$ cat src/rtl/xbs_pkg.sv
package xbs_pkg;
   typedef enum logic [1:0] {
      SRC_OFF  = 2'b00,
      SRC_CNT0 = 2'b01,
      SRC_CNT1 = 2'b10,
      SRC_WAIT = 2'b11
   } xbs_src_e;
endpackage

$ cat src/rtl/xbs_cfg_reg.sv
module xbs_cfg_reg #(
   parameter int CNT_W = 3,
   localparam int REG_W = 2 * (CNT_W + 1)
) (
   input  logic             clk,
   input  logic             rst_n,
   input  logic             wr_en,
   input  logic [REG_W-1:0] wdata,
   output logic [REG_W-1:0] rdata,
   output logic [CNT_W-1:0] cnt0,
   output logic [CNT_W-1:0] cnt1
);
   localparam logic [CNT_W-1:0] ONES = '1;
   localparam logic [REG_W-1:0] IMPL_MASK = {1'b0, ONES, 1'b0, ONES};

   if (CNT_W < 1) begin : g_bad_w
      $error("xbs_cfg_reg: CNT_W must be at least 1");
   end

   always_ff @(posedge clk or negedge rst_n) begin
      if (!rst_n) begin
         cnt0 <= ONES;
         cnt1 <= ONES;
      end else if (wr_en) begin
         cnt0 <= wdata[CNT_W-1:0];
         cnt1 <= wdata[2*CNT_W:CNT_W+1];
      end
   end

   assign rdata = {1'b0, cnt1, 1'b0, cnt0};

   assert_wr_readback_R2: assert property (@(posedge clk) disable iff (!rst_n)
      wr_en |=> rdata == ($past(wdata) & IMPL_MASK));
endmodule

$ cat src/rtl/xbs_src_mux.sv
module xbs_src_mux
   import xbs_pkg::*;
#(
   parameter int NUM_CS = 4
) (
   input  logic [NUM_CS-1:0]   cs_idx,
   input  logic [2*NUM_CS-1:0] sel_all,
   output xbs_src_e            src
);
   if (NUM_CS < 1) begin : g_bad_n
      $error("xbs_src_mux: NUM_CS must be at least 1");
   end

   logic [1:0] masked [NUM_CS];
   logic [1:0] acc    [NUM_CS+1];

   assign acc[0] = 2'b00;
   for (genvar i = 0; i < NUM_CS; i++) begin : g_line
      assign masked[i] = sel_all[2*i+1:2*i] & {2{cs_idx[i]}};
      assign acc[i+1]  = acc[i] | masked[i];
   end

   assign src = xbs_src_e'(acc[NUM_CS]);
endmodule

$ cat src/rtl/xbs_timer.sv
module xbs_timer
   import xbs_pkg::*;
#(
   parameter int NUM_CS   = 4,
   parameter int CNT_W    = 3,
   parameter int MIN_WAIT = 2
) (
   input  logic              clk,
   input  logic              rst_n,
   input  logic              req,
   input  logic [NUM_CS-1:0] cs_idx,
   input  xbs_src_e          src,
   input  logic [CNT_W-1:0]  cnt0,
   input  logic [CNT_W-1:0]  cnt1,
   input  logic              exp_mode,
   input  logic              wait_n,
   output logic [NUM_CS-1:0] cs_n,
   output logic              done
);
   localparam int MW_W = $clog2(MIN_WAIT + 1);
   localparam int CW   = (CNT_W > MW_W) ? CNT_W : MW_W;

   if (MIN_WAIT < 1) begin : g_bad_min
      $error("xbs_timer: MIN_WAIT must be at least 1");
   end

   logic              act;
   logic [CW-1:0]     cnt;
   logic [NUM_CS-1:0] lat_idx;
   logic              lat_wait;
   logic              lat_exp;
   logic              lat_off;
   logic              wait_q;
   logic [CW-1:0]     load_val;
   logic              use_wait;
   logic              accept;

   assign use_wait = exp_mode && (src == SRC_WAIT);
   assign accept   = req && !act;

   always_comb begin
      load_val = '0;
      if (exp_mode) begin
         unique case (src)
            SRC_CNT0: load_val = CW'(cnt0);
            SRC_CNT1: load_val = CW'(cnt1);
            SRC_WAIT: load_val = CW'(MIN_WAIT);
            default:  load_val = '0;
         endcase
      end
   end

   always_ff @(posedge clk or negedge rst_n) begin
      if (!rst_n) wait_q <= 1'b1;
      else        wait_q <= wait_n;
   end

   assign done = act && (cnt == '0) && (!lat_wait || wait_q);

   always_ff @(posedge clk or negedge rst_n) begin
      if (!rst_n) begin
         act      <= 1'b0;
         cnt      <= '0;
         lat_idx  <= '0;
         lat_wait <= 1'b0;
         lat_exp  <= 1'b0;
         lat_off  <= 1'b0;
      end else if (accept) begin
         act      <= 1'b1;
         cnt      <= load_val;
         lat_idx  <= (src == SRC_OFF) ? '0 : cs_idx;
         lat_wait <= use_wait;
         lat_exp  <= exp_mode;
         lat_off  <= (src == SRC_OFF);
      end else if (act) begin
         if (done)           act <= 1'b0;
         else if (cnt != '0) cnt <= cnt - 1'b1;
      end
   end

   assign cs_n = ~(lat_idx & {NUM_CS{act}});

   assert_cs_single_R11: assert property (@(posedge clk) disable iff (!rst_n)
      $onehot0(~cs_n));
   assert_done_pulse_R11: assert property (@(posedge clk) disable iff (!rst_n)
      done |=> !done);
   assert_hold_access_R12: assert property (@(posedge clk) disable iff (!rst_n)
      (act && !done) |=> (act && $stable(cs_n)));
   assert_wait_min_R7: assert property (@(posedge clk) disable iff (!rst_n)
      (done && lat_wait) |-> ($past(act) && $past(act, 2)));
   assert_mode_gate_R9: assert property (@(posedge clk) disable iff (!rst_n)
      (done && !lat_exp) |-> !$past(act));
   assert_off_quiet_R6: assert property (@(posedge clk) disable iff (!rst_n)
      (act && lat_off) |-> (&cs_n && done));
endmodule

$ cat src/rtl/xbus_stretch_ctrl.sv
module xbus_stretch_ctrl
   import xbs_pkg::*;
#(
   parameter int NUM_CS   = 4,
   parameter int CNT_W    = 3,
   parameter int MIN_WAIT = 2,
   localparam int REG_W   = 2 * (CNT_W + 1)
) (
   input  logic                clk,
   input  logic                rst_n,
   input  logic                exp_mode,
   input  logic                cfg_wr_en,
   input  logic [REG_W-1:0]    cfg_wdata,
   output logic [REG_W-1:0]    cfg_rdata,
   input  logic [2*NUM_CS-1:0] cs_src_sel,
   input  logic                acc_req,
   input  logic [NUM_CS-1:0]   acc_cs_idx,
   input  logic                wait_n,
   output logic [NUM_CS-1:0]   cs_n,
   output logic                acc_done
);
   logic [CNT_W-1:0] cnt0;
   logic [CNT_W-1:0] cnt1;
   xbs_src_e         src;

   xbs_cfg_reg #(.CNT_W(CNT_W)) u_cfg (
      .clk   (clk),
      .rst_n (rst_n),
      .wr_en (cfg_wr_en),
      .wdata (cfg_wdata),
      .rdata (cfg_rdata),
      .cnt0  (cnt0),
      .cnt1  (cnt1)
   );

   xbs_src_mux #(.NUM_CS(NUM_CS)) u_mux (
      .cs_idx  (acc_cs_idx),
      .sel_all (cs_src_sel),
      .src     (src)
   );

   xbs_timer #(
      .NUM_CS   (NUM_CS),
      .CNT_W    (CNT_W),
      .MIN_WAIT (MIN_WAIT)
   ) u_tmr (
      .clk      (clk),
      .rst_n    (rst_n),
      .req      (acc_req),
      .cs_idx   (acc_cs_idx),
      .src      (src),
      .cnt0     (cnt0),
      .cnt1     (cnt1),
      .exp_mode (exp_mode),
      .wait_n   (wait_n),
      .cs_n     (cs_n),
      .done     (acc_done)
   );

   assert_req_onehot_R11: assert property (@(posedge clk) disable iff (!rst_n)
      acc_req |-> ($countones(acc_cs_idx) == 1));
endmodule

$ cat config.mk
export PLATFORM = sky130hd
export DESIGN_NAME = xbus_stretch_ctrl
export DESIGN_NICKNAME = d
export VERILOG_FILES = /design/src/rtl/xbs_pkg.sv /design/src/rtl/xbs_cfg_reg.sv /design/src/rtl/xbs_src_mux.sv /design/src/rtl/xbs_timer.sv /design/src/rtl/xbus_stretch_ctrl.sv
export SDC_FILE = /design/constraint.sdc
export NUM_CORES = 1
export LEC_CHECK = 0
export CELL_PAD_IN_SITES_DETAIL_PLACEMENT = 0
export CELL_PAD_IN_SITES_GLOBAL_PLACEMENT = 2
export CORE_ASPECT_RATIO = 0.5
export CORE_MARGIN = 1.5
export CORE_UTILIZATION = 32
export DETAILED_ROUTE_END_ITERATION = 8
export DONT_BUFFER_PORTS = 1
export PLACE_DENSITY = 0.73
export SYNTH_ARGS = -nofsm -noshare
export SYNTH_HDL_FRONTEND = slang
export SYNTH_HIERARCHICAL = 1
export SYNTH_SLANG_ARGS = --single-unit
$ cat constraint.sdc
create_clock -name clk -period 1.2 [get_ports clk]
set_input_delay 0.36 -clock clk [delete_from_list [all_inputs] [get_ports clk]]
set_output_delay 0.36 -clock clk [all_outputs]
set_load 0.02 [all_outputs]
==> flow_summary.yaml, run 1 <==
worst_setup_path:
  worstPathBufferInverterCount: 1
  timing.reg2reg.setup_slack_ns: -0.32
  r2r.worst_path.cells: 7
  critical-path-slowest-cell: "sky130_fd_sc_hd__dfrtp_1"
  critical-path-top-delay-family: "flip-flops"
  r2r-start: "u_tmr/cnt[1]"
  cells_along_the_critical_path: "inv_2, ha_4, nand3b_1, a21oi_4"
  crit_fanout: 2
  endpoint: "acc_done"
  critical_path_cell_count: 4
  start_kind: "flop"
  cp.arrival_ns: 1.23
  timing_worst_setup_path_type: "flop to primary output"
  worstReg2RegEnd: "u_tmr/cnt[1]"
  crit_required_ns: 0.84
  worst_path_largest_cell_delay_ns: 0.39
  cp-startpoint: "u_tmr/cnt[1]"
  critical_path.endpoint_type: "primary output"
power:
  switching_share_pct: 35.7
  power_leakage_nw: 0.551
  power.share.combinational_pct: 51.1
  totalPowerFinal_w: 0.00284
  power.switching_w: 0.00101
  power.ir.vdd_worst_mv: 0.937
  pwrdens_nw_per_um2: 2210
  seqPwrFrac_pct: 32.4
  p_int_w: 0.00183
  clock_power_share_pct: 16.5
synth:
  ys_top_cells_by_count: "sky130_fd_sc_hd__dfrtp_1, sky130_fd_sc_hd__buf_4, sky130_fd_sc_hd__nand2_1"
  synthTopCellsByArea: "sky130_fd_sc_hd__dfrtp_1, sky130_fd_sc_hd__dfstp_2, sky130_fd_sc_hd__mux2_4, sky130_fd_sc_hd__buf_4, sky130_fd_sc_hd__nand3b_1"
  muxShareOfSynthArea_pct: 11.2
  yosys_register_bits: 16
  synth_top_family_by_area: "compound AO/OA/AOI/OAI gates"
  top_cell_type_s_share_of_synthesized_area_pct: 24.8
  synthesis.instances: 84
  synth_area_leader_cell: "sky130_fd_sc_hd__dfrtp_1"
  yosysWarningCount: 6
  synth_area_per_cell_um2: 10.8
  synth_enable_flop_cells: 0
  synth-main-ff-cell: "sky130_fd_sc_hd__dfrtp_1"
  yosys.area_share.adder_pct: 2.75
  synthDistinctLibCells: 26
  yosys.cell_count.top_type: "sky130_fd_sc_hd__dfrtp_1"
  synth_area_in_xor_xnor_pct: 0
  synth_seq_area_share_pct: 45.0
  synth-async-reset-ratio_pct: 100
  synth_area_um2: 908
  synth_compound_gate_area_share_pct: 16.5
  post_synth_and_or_nand_nor_area_fraction_pct: 12.5
die:
  coreArea_um2: 2650
  start_util_pct: 34.3
  die_w_um: 78.3
  num_io_pins: 39
  die-area_um2: 3190
  floorplan_die_height_um: 40.7
  rows: 13
timing:
  finalCritPeriodShare_pct: 133
  relSlewSlack_pct: 51.7
  slew_violations: 0
  clock_period_minus_final_worst_setup_slack_ns: 1.59
  hold_viol: 0
  finalClockSkew_ns: 0.00101
  finalSetupViolations: 15
  max_freq_mhz: 628
  layout_setup_ws_ns: -0.392
  fin_hold_ws_ns: 0.107
  grt_setup_unrepaired: "true"
  timing_worst_slew_pin_value_ns: 0.725
  finalSetupTns_ns: -1.91
detailed_routing:
  via_density_per_instance: 5.03
  post_drt_wl_per_cell_um: 15.3
  drt_wl_total_um: 2080
  vias: 684
  detailedRoute.firstPassIterationCount: 4
  ant_nets: 0
  detail_route.drc_violations: 0
  drtIter0Drc: 26
finish:
  filler_cell_count: 227
  number_of_nets_at_the_end_of_the_flow: 128
  total_area_of_multi_input_combinational_cells_um2: 552
  layout_cell_share_with_drive_strength_beyond_1_pct: 59.6
  n_antenna_cell: 0
  utilization_pct: 48.4
  final-seq-area_um2: 409
  syn2layout_area_growth_pct: 41.2
clock_network:
  sink_count_of_the_clock_tree: 16
  clk-insertion-delay-late_ns: 0.24
  clock_buffer_count_from_cts: 3
  cts_tree: "built"
  cts_htree_levels: 1
  cts.reportedPaths.clkPinSlew_ns: 0.06
  buffer_levels_on_the_longest_clock_path: 2
  clock_tree.root_cell: "sky130_fd_sc_hd__clkbuf_8"
grt:
  grt_start_max_net_pins: 17
  grt_overflow_total: 0
  grt_pass1_vias: 671
  grt_pass1_wl_um: 3220
  number_of_antenna_violations_at_the_first_check_in_global_routing: 0
  globalRouteTotalUtil_pct: 14.2
placement:
  dp_hpwl_um: 1480
  buffer_ports.inserted: 0
  gp_congestion: 0.696
  pre_cts_ws_ns: -0.210
status:
  failed_checks: "negative setup slack"
  outcome: "finished with violations"
hold_path:
  timing.hold.worst.class: "input port to flop"
run:
  maxCapViolCount: 0
[final cells by class]
| cell class | instances | area share, % |
|---|---|---|
| Multi-Input combinational cell | 53 | 43.0 |
| Sequential cell | 16 | 31.9 |
| Timing Repair Buffer | 21 | 15.7 |
| Clock buffer | 4 | 4.29 |
| Tap cell | 37 | 3.61 |
| Inverter | 5 | 1.46 |
[per-stage QoR]
step           instance area, µm²  cells
2_1_floorplan                 968     85
3_3_place_gp                 1030    124
3_5_place_dp                 1030    124
4_1_cts                      1230    134
5_1_grt                      1280    136
6_report                     1280    136
[timing repair]
| action | in CTS | in global routing |
|---|---|---|
| buffers inserted | 5 | 2 |
| resized for setup | 22 | 7 |
| pin swaps | 3 | 2 |
| hold endpoints to repair | 16 | 0 |
| setup endpoints to repair | 15 | 24 |
| hold buffers | 1 | 0 |
| cloned | 0 | 0 |
[worst min-delay path by stage]
stage / from / endpoint / cells after the start
after CTS: wait_n / u_tmr/wait_q / 0
after global routing: wait_n / u_tmr/wait_q / 0
after detailed placement: rst_n / u_tmr/lat_idx[0] / 0
after floorplan: rst_n / u_tmr/act / 0
after global placement: rst_n / u_tmr/lat_idx[1] / 0
final: wait_n / u_tmr/wait_q / 0
[power by group through the flow]
stage | Sequential, W | Combinational, W | Clock (W)
5_1_grt | 0.000937 | 0.00156 | 0.000516
2_1_floorplan | 0.000820 | 0.000774 | 0
6_report | 0.000921 | 0.00145 | 0.000467
4_1_cts | 0.000882 | 0.00130 | 0.000488
3_3_place_gp | 0.000848 | 0.000943 | 0
3_5_place_dp | 0.000854 | 0.000978 | 0
[registers in the layout, indices dropped and copies added, names as in the netlist]
signal,flops
u_tmr/lat_idx,4
u_tmr/lat_wait,1
u_cfg/cnt0,3
u_tmr/cnt,3
u_tmr/act,1
u_tmr/wait_q,1
u_cfg/cnt1,3
[routing by layer]
layer  global-route usage (%)  share of wire (%)
met5                        0                  0
met4                     2.68               0.91
met1                     17.7                 43
met2                     23.3                 47
met3                     6.89                8.4
[placed cells by master, fill, tap and decap left out, types with 2 or more instances in the layout]
cell                       netlist  layout
sky130_fd_sc_hd__o21ai_0         4       2
sky130_fd_sc_hd__buf_4           8      12
sky130_fd_sc_hd__a22o_1          4       4
sky130_fd_sc_hd__inv_1           5       3
sky130_fd_sc_hd__conb_1          1       2
sky130_fd_sc_hd__a22oi_2         0       4
sky130_fd_sc_hd__dfrtp_1         9       9
sky130_fd_sc_hd__nand2_1         8       2
sky130_fd_sc_hd__nand3b_1        5       5
sky130_fd_sc_hd__buf_6           2       7
sky130_fd_sc_hd__nand2_2         0       2
sky130_fd_sc_hd__inv_2           0       2
sky130_fd_sc_hd__nand2_8         0       4
sky130_fd_sc_hd__mux2_4          6       7
sky130_fd_sc_hd__clkbuf_8        0       4
sky130_fd_sc_hd__nor2_1          4       4
sky130_fd_sc_hd__dfstp_2         7       7
[logic make-up after synthesis]
logic type	after synthesis
multiplexers	7
AND/OR/NAND/NOR	22
other	1
flip-flops	16
buffers and inverters	16
AO/OA/AOI/OAI	20
adder cells (fa/ha/maj)	2
No activity file was read; power rests on OpenSTA's default activity.
==> run 2: changes to the inputs <==
- CORE_UTILIZATION: 32 -> 30
- PLACE_DENSITY: 0.73 -> 0.71
- SYNTH_HIERARCHICAL: 1 -> default
==> flow_summary.yaml, run 2 <==
die:
  floorplan_die_height_um: 40.6
  coreArea_um2: 2640
  die_w_um: 78.1
  num_io_pins: 39
  die-area_um2: 3170
  rows: 13
  start_util_pct: 32.1
finish:
  syn2layout_area_growth_pct: 36.8
  number_of_nets_at_the_end_of_the_flow: 133
  regMostFlops: "u_tmr.lat_idx"
  most-common-layout-cells: "sky130_fd_sc_hd__buf_4, sky130_fd_sc_hd__nand2_1, sky130_fd_sc_hd__dfrtp_1"
  mostFrequentLayoutCell: "sky130_fd_sc_hd__buf_4"
  postLayoutCellArea_um2: 1160
  n_antenna_cell: 0
  layout_cell_share_with_drive_strength_beyond_1_pct: 50.0
  largest_register_ff_count: 4
run:
  maxCapViolCount: 0
timing:
  fin_hold_ws_ns: 0.104
  hold_viol: 0
  finalSetupViolations: 15
  grt_setup_unrepaired: "true"
  layout_setup_ws_ns: -0.430
  slew_violations: 0
  finalClockSkew_ns: 0.00642
  max_freq_mhz: 613
  clock_period_minus_final_worst_setup_slack_ns: 1.63
  finalCritPeriodShare_pct: 136
  timing_worst_slew_pin_value_ns: 0.710
  relSlewSlack_pct: 52.7
placement:
  gp_congestion: 0.698
  placedInstanceArea_um2: 987
  pre_cts_ws_ns: -0.207
  buffer_ports.inserted: 0
  dp_hpwl_um: 1510
worst_setup_path:
  critical_path.endpoint_type: "primary output"
  crit_fanout: 2
  cp.arrival_ns: 1.27
  start_kind: "flop"
  timing_worst_setup_path_type: "flop to primary output"
  crit_required_ns: 0.84
  timing.reg2reg.setup_slack_ns: -0.39
power:
  totalPowerFinal_w: 0.00265
  switching_share_pct: 37.9
  power.share.combinational_pct: 49.3
  power.switching_w: 0.00100
  power_leakage_nw: 0.506
  p_int_w: 0.00165
  power.ir.vdd_worst_mv: 1.03
  seqPwrFrac_pct: 35.5
  pwrdens_nw_per_um2: 2290
  clock_power_share_pct: 15.3
clock_network:
  buffer_levels_on_the_longest_clock_path: 2
  sink_count_of_the_clock_tree: 16
  cts.reportedPaths.clkPinSlew_ns: 0.06
  clock_tree.root_cell: "sky130_fd_sc_hd__clkbuf_8"
  clk-insertion-delay-late_ns: 0.25
  cts_tree: "built"
  clock_buffer_count_from_cts: 3
  cts_htree_levels: 1
detailed_routing:
  drt_wl_total_um: 1960
  detail_route.drc_violations: 0
  detailedRoute.firstPassIterationCount: 4
  via_density_per_instance: 4.77
  ant_nets: 0
  drtIter0Drc: 19
  vias: 672
  post_drt_wl_per_cell_um: 13.9
synth:
  synth-main-ff-cell: "sky130_fd_sc_hd__dfrtp_1"
  yosys.cell_count.top_type: "sky130_fd_sc_hd__nand2_1"
  yosysWarningCount: 0
  ys_top_cells_by_count: "sky130_fd_sc_hd__nand2_1, sky130_fd_sc_hd__dfrtp_1, sky130_fd_sc_hd__dfstp_2, sky130_fd_sc_hd__mux2_2"
  synth_area_um2: 847
  synthDistinctLibCells: 28
  top_cell_type_s_share_of_synthesized_area_pct: 26.6
  synthesis.instances: 85
  synth_seq_area_share_pct: 48.3
  synth_area_leader_cell: "sky130_fd_sc_hd__dfrtp_1"
  synth-async-reset-ratio_pct: 100
  yosys_register_bits: 16
  synth_area_per_cell_um2: 9.97
  synthTopCellsByArea: "sky130_fd_sc_hd__dfrtp_1, sky130_fd_sc_hd__dfstp_2, sky130_fd_sc_hd__mux2_2, sky130_fd_sc_hd__nand2_1, sky130_fd_sc_hd__a22oi_1"
  synth_enable_flop_cells: 0
grt:
  grt_pass1_vias: 703
  globalRouteTotalUtil_pct: 14.0
  grt_overflow_total: 0
  grt_pass1_wl_um: 3180
  grt_start_max_net_pins: 17
  number_of_antenna_violations_at_the_first_check_in_global_routing: 0
hold_path:
  timing.hold.worst.class: "input port to flop"
status:
  outcome: "finished with violations"
  failed_checks: "negative setup slack"
run 2: logic make-up (layout without fill, tap and decap cells):
logic type      count (synthesis)  count (layout)  synth area share [%]
fa+ha+maj                       2               2                  2.95
other cells                     1               2                 0.443
simple gates                   29              29                  14.6
buf+inv                         7              25                  4.13
xor+xnor                        1               1                  1.03
compound gates                 22              22                  19.2
mux                             7               7                  9.31
flops                          16              16                  48.3
run 2: final timing paths:
| kind | startpoint | to | cells after the start |
|---|---|---|---|
| hold / removal | wait_n | u_tmr.wait_q | 0 |
| hold reg to reg | u_tmr.cnt[1] | u_tmr.cnt[1] | 1 |
| min in group asynchronous | rst_n | u_tmr.cnt[1] | 1 |
| setup reg to reg | u_tmr.cnt[1] | u_tmr.cnt[2] | 8 |
| setup / recovery | u_tmr.cnt[1] | acc_done | 5 |
| max in group asynchronous | rst_n | u_tmr.act | 1 |
run 2: final cells by class:
class	count	area (µm²)
clock buffer	4	45.0
sequential	16	410
timing repair buffer	18	151
fill	253	1480
tap	37	46.3
inverter	3	11.3
multi-input combinational	63	494
run 2: power groups by stage:
stage | clock (W) | combinational [W] | sequential, W
final | 0.000404 | 0.00130 | 0.000939
after floorplan | 0 | 0.000696 | 0.000863
after global routing | 0.000450 | 0.00144 | 0.000956
after CTS | 0.000418 | 0.00125 | 0.000925
after detailed placement | 0 | 0.000967 | 0.000885
after global placement | 0 | 0.000923 | 0.000876
run 2: timing repair:
action,in CTS,in global routing
hold endpoints to repair,16,0
pin swaps,4,1
setup endpoints to repair,15,17
gates resized for setup,18,4
gates cloned,0,0
hold buffers,1,0
setup buffers,4,2
run 2: stage by stage:
step	utilization [%]	setup TNS (ns)	instances
floorplan	-	-0.281	86
global placement	37.5	-0.567	131
detailed placement	37.5	-0.844	131
CTS	43.2	-1.62	140
global route	44.0	-2.13	141
finish	44.0	-1.53	141
run 2: critical path, stage by stage, from the launching register on:
cell	delay, ns
sky130_fd_sc_hd__dfrtp_1	0.39
sky130_fd_sc_hd__inv_2	0.09
sky130_fd_sc_hd__ha_4	0.12
sky130_fd_sc_hd__nor2b_4	0.14
sky130_fd_sc_hd__nand2_2	0.07
sky130_fd_sc_hd__a21oi_4	0.21
run 2: per-layer routing:
metal	GRT usage, %	part of all wire (%)
met5	0	0
met4	2.68	0
met3	8.64	11
met2	25.2	46
met1	14.9	43
